File: config.mk
export PLATFORM = sky130hd
export DESIGN_NAME = irqc_top
export DESIGN_NICKNAME = d
export VERILOG_FILES = /design/src/rtl/irqc_pkg.sv /design/src/rtl/irqc_edge_detect.sv /design/src/rtl/irqc_status_bank.sv /design/src/rtl/irqc_read_mux.sv /design/src/rtl/irqc_top.sv
export SDC_FILE = /design/constraint.sdc
export NUM_CORES = 1
export LEC_CHECK = 0
export BUFFER_PORTS_ARGS = -buffer_cell sky130_fd_sc_hd__clkbuf_2
export CORE_ASPECT_RATIO = 0.6
export CORE_MARGIN = 3
export CORE_UTILIZATION = 35
export CTS_BUF_LIST = sky130_fd_sc_hd__clkbuf_8
export DETAILED_ROUTE_END_ITERATION = 16
export GPL_ROUTABILITY_DRIVEN = 0
export PLACE_DENSITY = 0.56
export SYNTH_ARGS = -nofsm -noshare
export SYNTH_HDL_FRONTEND = slang
export SYNTH_SLANG_ARGS = --single-unit
File: constraint.sdc
create_clock -name clk -period 3.05 [get_ports clk]
set_input_delay 0.305 -clock clk [delete_from_list [all_inputs] [get_ports clk]]
set_output_delay 0.305 -clock clk [all_outputs]
set_load 0.02 [all_outputs]
File: src/rtl/irqc_pkg.sv
package irqc_pkg;
  localparam int DATA_W   = 8;
  localparam int N_BYTES  = 2;
  localparam int STAT_W   = DATA_W * N_BYTES;
  localparam int SEL_W    = 3;

  localparam logic [STAT_W-1:0] MASK_RST = 16'h0FFF;

  localparam int TICK_BIT = 8;
  localparam int ALRM_BIT = 9;
  localparam int UERR_BIT = 10;
  localparam int BTN_BIT  = 11;

  typedef enum logic [SEL_W-1:0] {
    SEL_MASK_LO = 3'd0,
    SEL_MASK_HI = 3'd1,
    SEL_STAT_LO = 3'd2,
    SEL_STAT_HI = 3'd3,
    SEL_ACK_LO  = 3'd4,
    SEL_ACK_HI  = 3'd5
  } rd_sel_e;
endpackage

File: src/rtl/irqc_edge_detect.sv
module irqc_edge_detect #(
  parameter int SYNC_STAGES = 2
) (
  input  logic clk,
  input  logic rst,
  input  logic async_in,
  output logic rise
);
  logic [SYNC_STAGES-1:0] sync_q;
  logic                   prev_q;

  generate
    if (SYNC_STAGES == 1) begin : g_one
      always_ff @(posedge clk) begin
        if (rst) sync_q <= '0;
        else     sync_q <= async_in;
      end
    end else begin : g_chain
      always_ff @(posedge clk) begin
        if (rst) sync_q <= '0;
        else     sync_q <= {sync_q[SYNC_STAGES-2:0], async_in};
      end
    end
  endgenerate

  always_ff @(posedge clk) begin
    if (rst) prev_q <= 1'b0;
    else     prev_q <= sync_q[SYNC_STAGES-1];
  end

  assign rise = sync_q[SYNC_STAGES-1] & ~prev_q;

  // a held level yields a single edge
  p_single_edge_r7: assert property (@(posedge clk) disable iff (rst)
    rise |=> !rise);
endmodule

File: src/rtl/irqc_status_bank.sv
module irqc_status_bank
  import irqc_pkg::*;
(
  input  logic                clk,
  input  logic                rst,
  input  logic [DATA_W-1:0]   wr_data,
  input  logic [N_BYTES-1:0]  wr_mask,
  input  logic [N_BYTES-1:0]  wr_ack,
  input  logic [STAT_W-1:0]   set_vec,
  output logic [STAT_W-1:0]   mask_q,
  output logic [STAT_W-1:0]   status_q,
  output logic                irq_q
);
  logic [STAT_W-1:0] mask_d;
  logic [STAT_W-1:0] status_d;

  genvar b;
  generate
    for (b = 0; b < N_BYTES; b++) begin : g_lane
      always_comb begin
        mask_d[b*DATA_W +: DATA_W] = wr_mask[b] ? wr_data
                                                : mask_q[b*DATA_W +: DATA_W];
        status_d[b*DATA_W +: DATA_W] =
            (status_q[b*DATA_W +: DATA_W] & ~(wr_ack[b] ? wr_data : '0))
          | set_vec[b*DATA_W +: DATA_W];
      end
    end
  endgenerate

  always_ff @(posedge clk) begin
    if (rst) begin
      mask_q   <= MASK_RST;
      status_q <= '0;
      irq_q    <= 1'b0;
    end else begin
      mask_q   <= mask_d;
      status_q <= status_d;
      irq_q    <= |(status_d & ~mask_d);
    end
  end

  // reset values
  p_reset_vals_r1: assert property (@(posedge clk)
    $past(rst) |-> (mask_q == MASK_RST && status_q == '0 && !irq_q));

  // output agrees with stored words
  p_irq_match_r2: assert property (@(posedge clk) disable iff (rst)
    irq_q == |(status_q & ~mask_q));

  // untouched mask byte holds
  p_mask_hi_hold_r3: assert property (@(posedge clk) disable iff (rst)
    !wr_mask[1] |=> $stable(mask_q[STAT_W-1:DATA_W]));
  p_mask_lo_hold_r3: assert property (@(posedge clk) disable iff (rst)
    !wr_mask[0] |=> $stable(mask_q[DATA_W-1:0]));

  genvar i;
  generate
    for (i = 0; i < STAT_W; i++) begin : g_bitchk
      // a bit only drops when acknowledged
      p_sticky_r4: assert property (@(posedge clk) disable iff (rst)
        ($fell(status_q[i]) && !$past(rst)) |->
          $past(wr_ack[i / DATA_W] & wr_data[i % DATA_W]));
      // set wins over same-cycle clear
      p_set_wins_r8: assert property (@(posedge clk) disable iff (rst)
        set_vec[i] |=> status_q[i]);
    end
  endgenerate
endmodule

File: src/rtl/irqc_read_mux.sv
module irqc_read_mux
  import irqc_pkg::*;
(
  input  logic              clk,
  input  logic              rst,
  input  logic [SEL_W-1:0]  rd_sel,
  input  logic [STAT_W-1:0] mask_q,
  input  logic [STAT_W-1:0] status_q,
  output logic [DATA_W-1:0] rd_data
);
  logic [DATA_W-1:0] rd_d;

  always_comb begin
    case (rd_sel)
      SEL_MASK_LO: rd_d = mask_q[DATA_W-1:0];
      SEL_MASK_HI: rd_d = mask_q[STAT_W-1:DATA_W];
      SEL_STAT_LO: rd_d = status_q[DATA_W-1:0];
      SEL_STAT_HI: rd_d = status_q[STAT_W-1:DATA_W];
      default:     rd_d = '0;
    endcase
  end

  always_ff @(posedge clk) begin
    if (rst) rd_data <= '0;
    else     rd_data <= rd_d;
  end

  // acknowledge and unused codes read zero
  p_ack_reads_zero_r5: assert property (@(posedge clk) disable iff (rst)
    (rd_sel >= SEL_ACK_LO) |=> (rd_data == '0));
endmodule

File: src/rtl/irqc_top.sv
module irqc_top
  import irqc_pkg::*;
#(
  parameter int SYNC_STAGES = 2
) (
  input  logic              clk,
  input  logic              rst,
  input  logic [DATA_W-1:0] wr_data,
  input  logic              wr_mask_lo,
  input  logic              wr_mask_hi,
  input  logic              wr_ack_lo,
  input  logic              wr_ack_hi,
  input  logic [SEL_W-1:0]  rd_sel,
  output logic [DATA_W-1:0] rd_data,
  input  logic              evt_tick,
  input  logic              evt_alarm,
  input  logic              evt_upd_err,
  input  logic              btn_in,
  output logic              irq_out
);
  logic              btn_rise;
  logic [STAT_W-1:0] set_vec;
  logic [STAT_W-1:0] mask_q;
  logic [STAT_W-1:0] status_q;

  irqc_edge_detect #(.SYNC_STAGES(SYNC_STAGES)) u_btn (
    .clk      (clk),
    .rst      (rst),
    .async_in (btn_in),
    .rise     (btn_rise)
  );

  always_comb begin
    set_vec           = '0;
    set_vec[TICK_BIT] = evt_tick;
    set_vec[ALRM_BIT] = evt_alarm;
    set_vec[UERR_BIT] = evt_upd_err;
    set_vec[BTN_BIT]  = btn_rise;
  end

  irqc_status_bank u_bank (
    .clk      (clk),
    .rst      (rst),
    .wr_data  (wr_data),
    .wr_mask  ({wr_mask_hi, wr_mask_lo}),
    .wr_ack   ({wr_ack_hi, wr_ack_lo}),
    .set_vec  (set_vec),
    .mask_q   (mask_q),
    .status_q (status_q),
    .irq_q    (irq_out)
  );

  irqc_read_mux u_rd (
    .clk      (clk),
    .rst      (rst),
    .rd_sel   (rd_sel),
    .mask_q   (mask_q),
    .status_q (status_q),
    .rd_data  (rd_data)
  );

  // a tick pulse shows up in status on the next edge
  p_tick_sets_r6: assert property (@(posedge clk) disable iff (rst)
    evt_tick |=> status_q[TICK_BIT]);
endmodule

==> flow_summary.yaml <==
run_status:
  status: "complete, no violations"
clock_tree:
  numCtsBuffers: 5
  cts-htree-levels: 2
  cts_resized: 0
  cts_sinks: 44
  root_buffer: "clkbuf_8"
  hold_buffers: 0
  clkLatencyLatePin_ps: 300
  post_cts_buffers: 0
  cts_tree: "yes"
  path_clk_slew_ps: 80
  cts.path.max_buffers: 2
logic_synthesis:
  yosys-top-cells-area: "dfxtp_1 (46%), mux2i_1 (7.9%), nand2b_1 (5.6%)"
  synthesis.nets: 239
  synthDistinctLibCells: 26
  post_synth.cell_area_avg_um2: 8.74
  yosysWarnings: 0
  seq_area_frac_synth_pct: 46.3
  yosysTopAreaCell: "dfxtp_1"
  ys_ff_latch: 44
  yosysTopAreaCellShare_pct: 46.3
  synth_area_mm2: 0.00190
  synthCells: 218
power_and_ir_drop:
  vdd_drop_max_mv: 0.181
  p_leak_uw: 0.000871
  power_density_mw_per_mm2: 547
  total_power_uw: 1180
layout:
  multi_input_area_um2: 890
  num-fill-cells: 528
  nets: 262
  final_common_cell: "dfxtp_1"
  fin_cells: 308
  insertedDiodeCount: 0
  area_delta_synth_final_pct: 13.5
  layout_common_cells: "dfxtp_1 (44), clkbuf_2 (29), nand2_1 (20), a21oi_1 (20), nand2b_1 (17)"
  stdcell_area_mm2: 0.00216
  drive_gt1_share_pct: 16.1
  register_area_um2: 881
timing:
  setup_slack_ps: 1800
  rsz0062_at_grt: "no"
  finalMaxSlewViolations: 0
  slew_headroom_pct: 48.4
  setup_viol: 0
  period_minus_slack_ps: 1250
  timing.final.crit_share_pct: 40.9
  worst_slew_pin_slew_ps: 775
  fmax_mhz: 801
  fin_setup_tns_ps: 0
  hold_violations: 0
  fin_skew_ps: 11.0
worst_setup_path:
  worstReg2RegStart: "u_bank.mask_q[5]"
  worstSetupPathType: "input port to register"
  reg2reg_to: "u_bank.irq_q"
  crit_path_end_kind: "register"
  cp.arrival_ps: 1440
  worst_ep_required_time_ps: 3240
  ff2ff_path_depth: 5
  worst-r2r-setup-slack_ps: 1920
  slowest_stage: "mux4_2"
  cp_max_fo: 15
  setup.worst_path.start_class: "input port"
  crit_chain: "clkbuf_2 -> mux4_2 -> and2_1"
  critical-path-max-stage-delay_ps: 560
die:
  design.die.area_mm2: 0.00639
  die_y_um: 63.1
  io_pins: 30
  num_rows: 20
  die_x_um: 101
  core_mm2: 0.00515
  initial_core_util_pct: 36.9
hold_path:
  whs_path_depth: 2
  min_to: "u_btn.sync_q[0]"
  hp-start: "btn_in"
  hold_path.class: "input port to register"
run:
  cap_violations: 0
global_routing:
  overflow: 0
  grt_pass1_vias: 1419
  antenna_found_initial: 0
  grt_max_degree: 38
  grt_usage_pct: 15.2
  grt_pass1_wl_mm: 7.49
placed_design:
  hpwl_mm: 3.08
  dp.cells: 300
  place_area_mm2: 0.00205
  io_buffers: 29
  dp_slack_ps: 1480
route:
  via_per_inst: 4.94
  dr.pass1.iters: 4
  drcViolationCount: 0
  vias: 1520
  avgRoutedWirePerCell_um: 14.5
  drt_wl_total_mm: 4.45
  ant_nets: 0
  drt_iter0_markers: 64
## layout make-up
type / count / share of cell area, %
Inverter: 14 / 2.43
Clock inverter: 3 / 1.97
Sequential cell: 44 / 40.7
Multi-Input combinational cell: 147 / 41.1
Timing Repair Buffer: 29 / 6.71
Clock buffer: 5 / 3.18
Tap cell: 66 / 3.82
## sequential cells by signal, summed over array words and instances, names as in the netlist
signal,count
u_bank.mask_q,16
u_rd.rd_data,8
u_bank.status_q,16
u_btn.sync_q,2
u_btn.prev_q,1
u_bank.irq_q,1
## critical path: cells and delay by family
kind          cells  cell delay [ps]
buf+inv           1              410
simple gates      1              160
mux               1              560
## report_power, final
group          total [uW]  switching (uW)  internal (uW)
clock                 448             206            242
sequential            609            11.6            597
combinational         126            77.8           48.3
total                1180             295            888
## metrics by stage
stage / hold WS [ps] / utilization [%]
CTS: 206 / 41.9
global placement: 423 / 39.8
floorplan: 396 / -
global route: 213 / 41.9
finish: 216 / 41.9
detailed placement: 426 / 39.8
## layer usage
metal  track usage, %  routed length, um  share of wire (%)
met3             3.87                257                5.8
met4             4.48                 28               0.63
met5                0                  0                  0
met2             18.5               1600                 36
met1             25.0               2570                 58
## worst max path at each step
stage / end / start
floorplan: u_rd.rd_data[6] / rd_sel[0]
global placement: u_bank.irq_q / wr_mask_lo
detailed placement: u_bank.irq_q / wr_mask_lo
CTS: u_bank.irq_q / wr_mask_lo
global route: u_bank.irq_q / wr_mask_lo
finish: u_rd.rd_data[6] / rd_sel[0]
## synth_stat cells
cell type and instances:
a41oi_1 1, nand3_1 12, or2_2 1, nor2b_1 5, nand4_1 3, nand2b_1 17
a21o_1 1, a21oi_1 20, buf_2 2, and2_1 8, buf_1 2, o21ai_0 14
a211oi_1 12, mux2i_1 15, dfxtp_1 44, buf_6 2, o211ai_1 2, inv_1 14
nand2_1 20, o22ai_1 7, clkbuf_1 3, nor2_1 5, o21ai_1 2, mux4_2 1
buf_4 4, nor3_1 1
## cells by family after synthesis
kind of cell / after synthesis / share of synthesized area (%)
and+or+nand+nor: 72 / 19.5
AOI/OAI and AO/OA: 59 / 18.1
DFF: 44 / 46.3
buffers and inverters: 27 / 7.03
muxes: 16 / 9.07
Note: power is estimated with default switching activity, not from simulation.
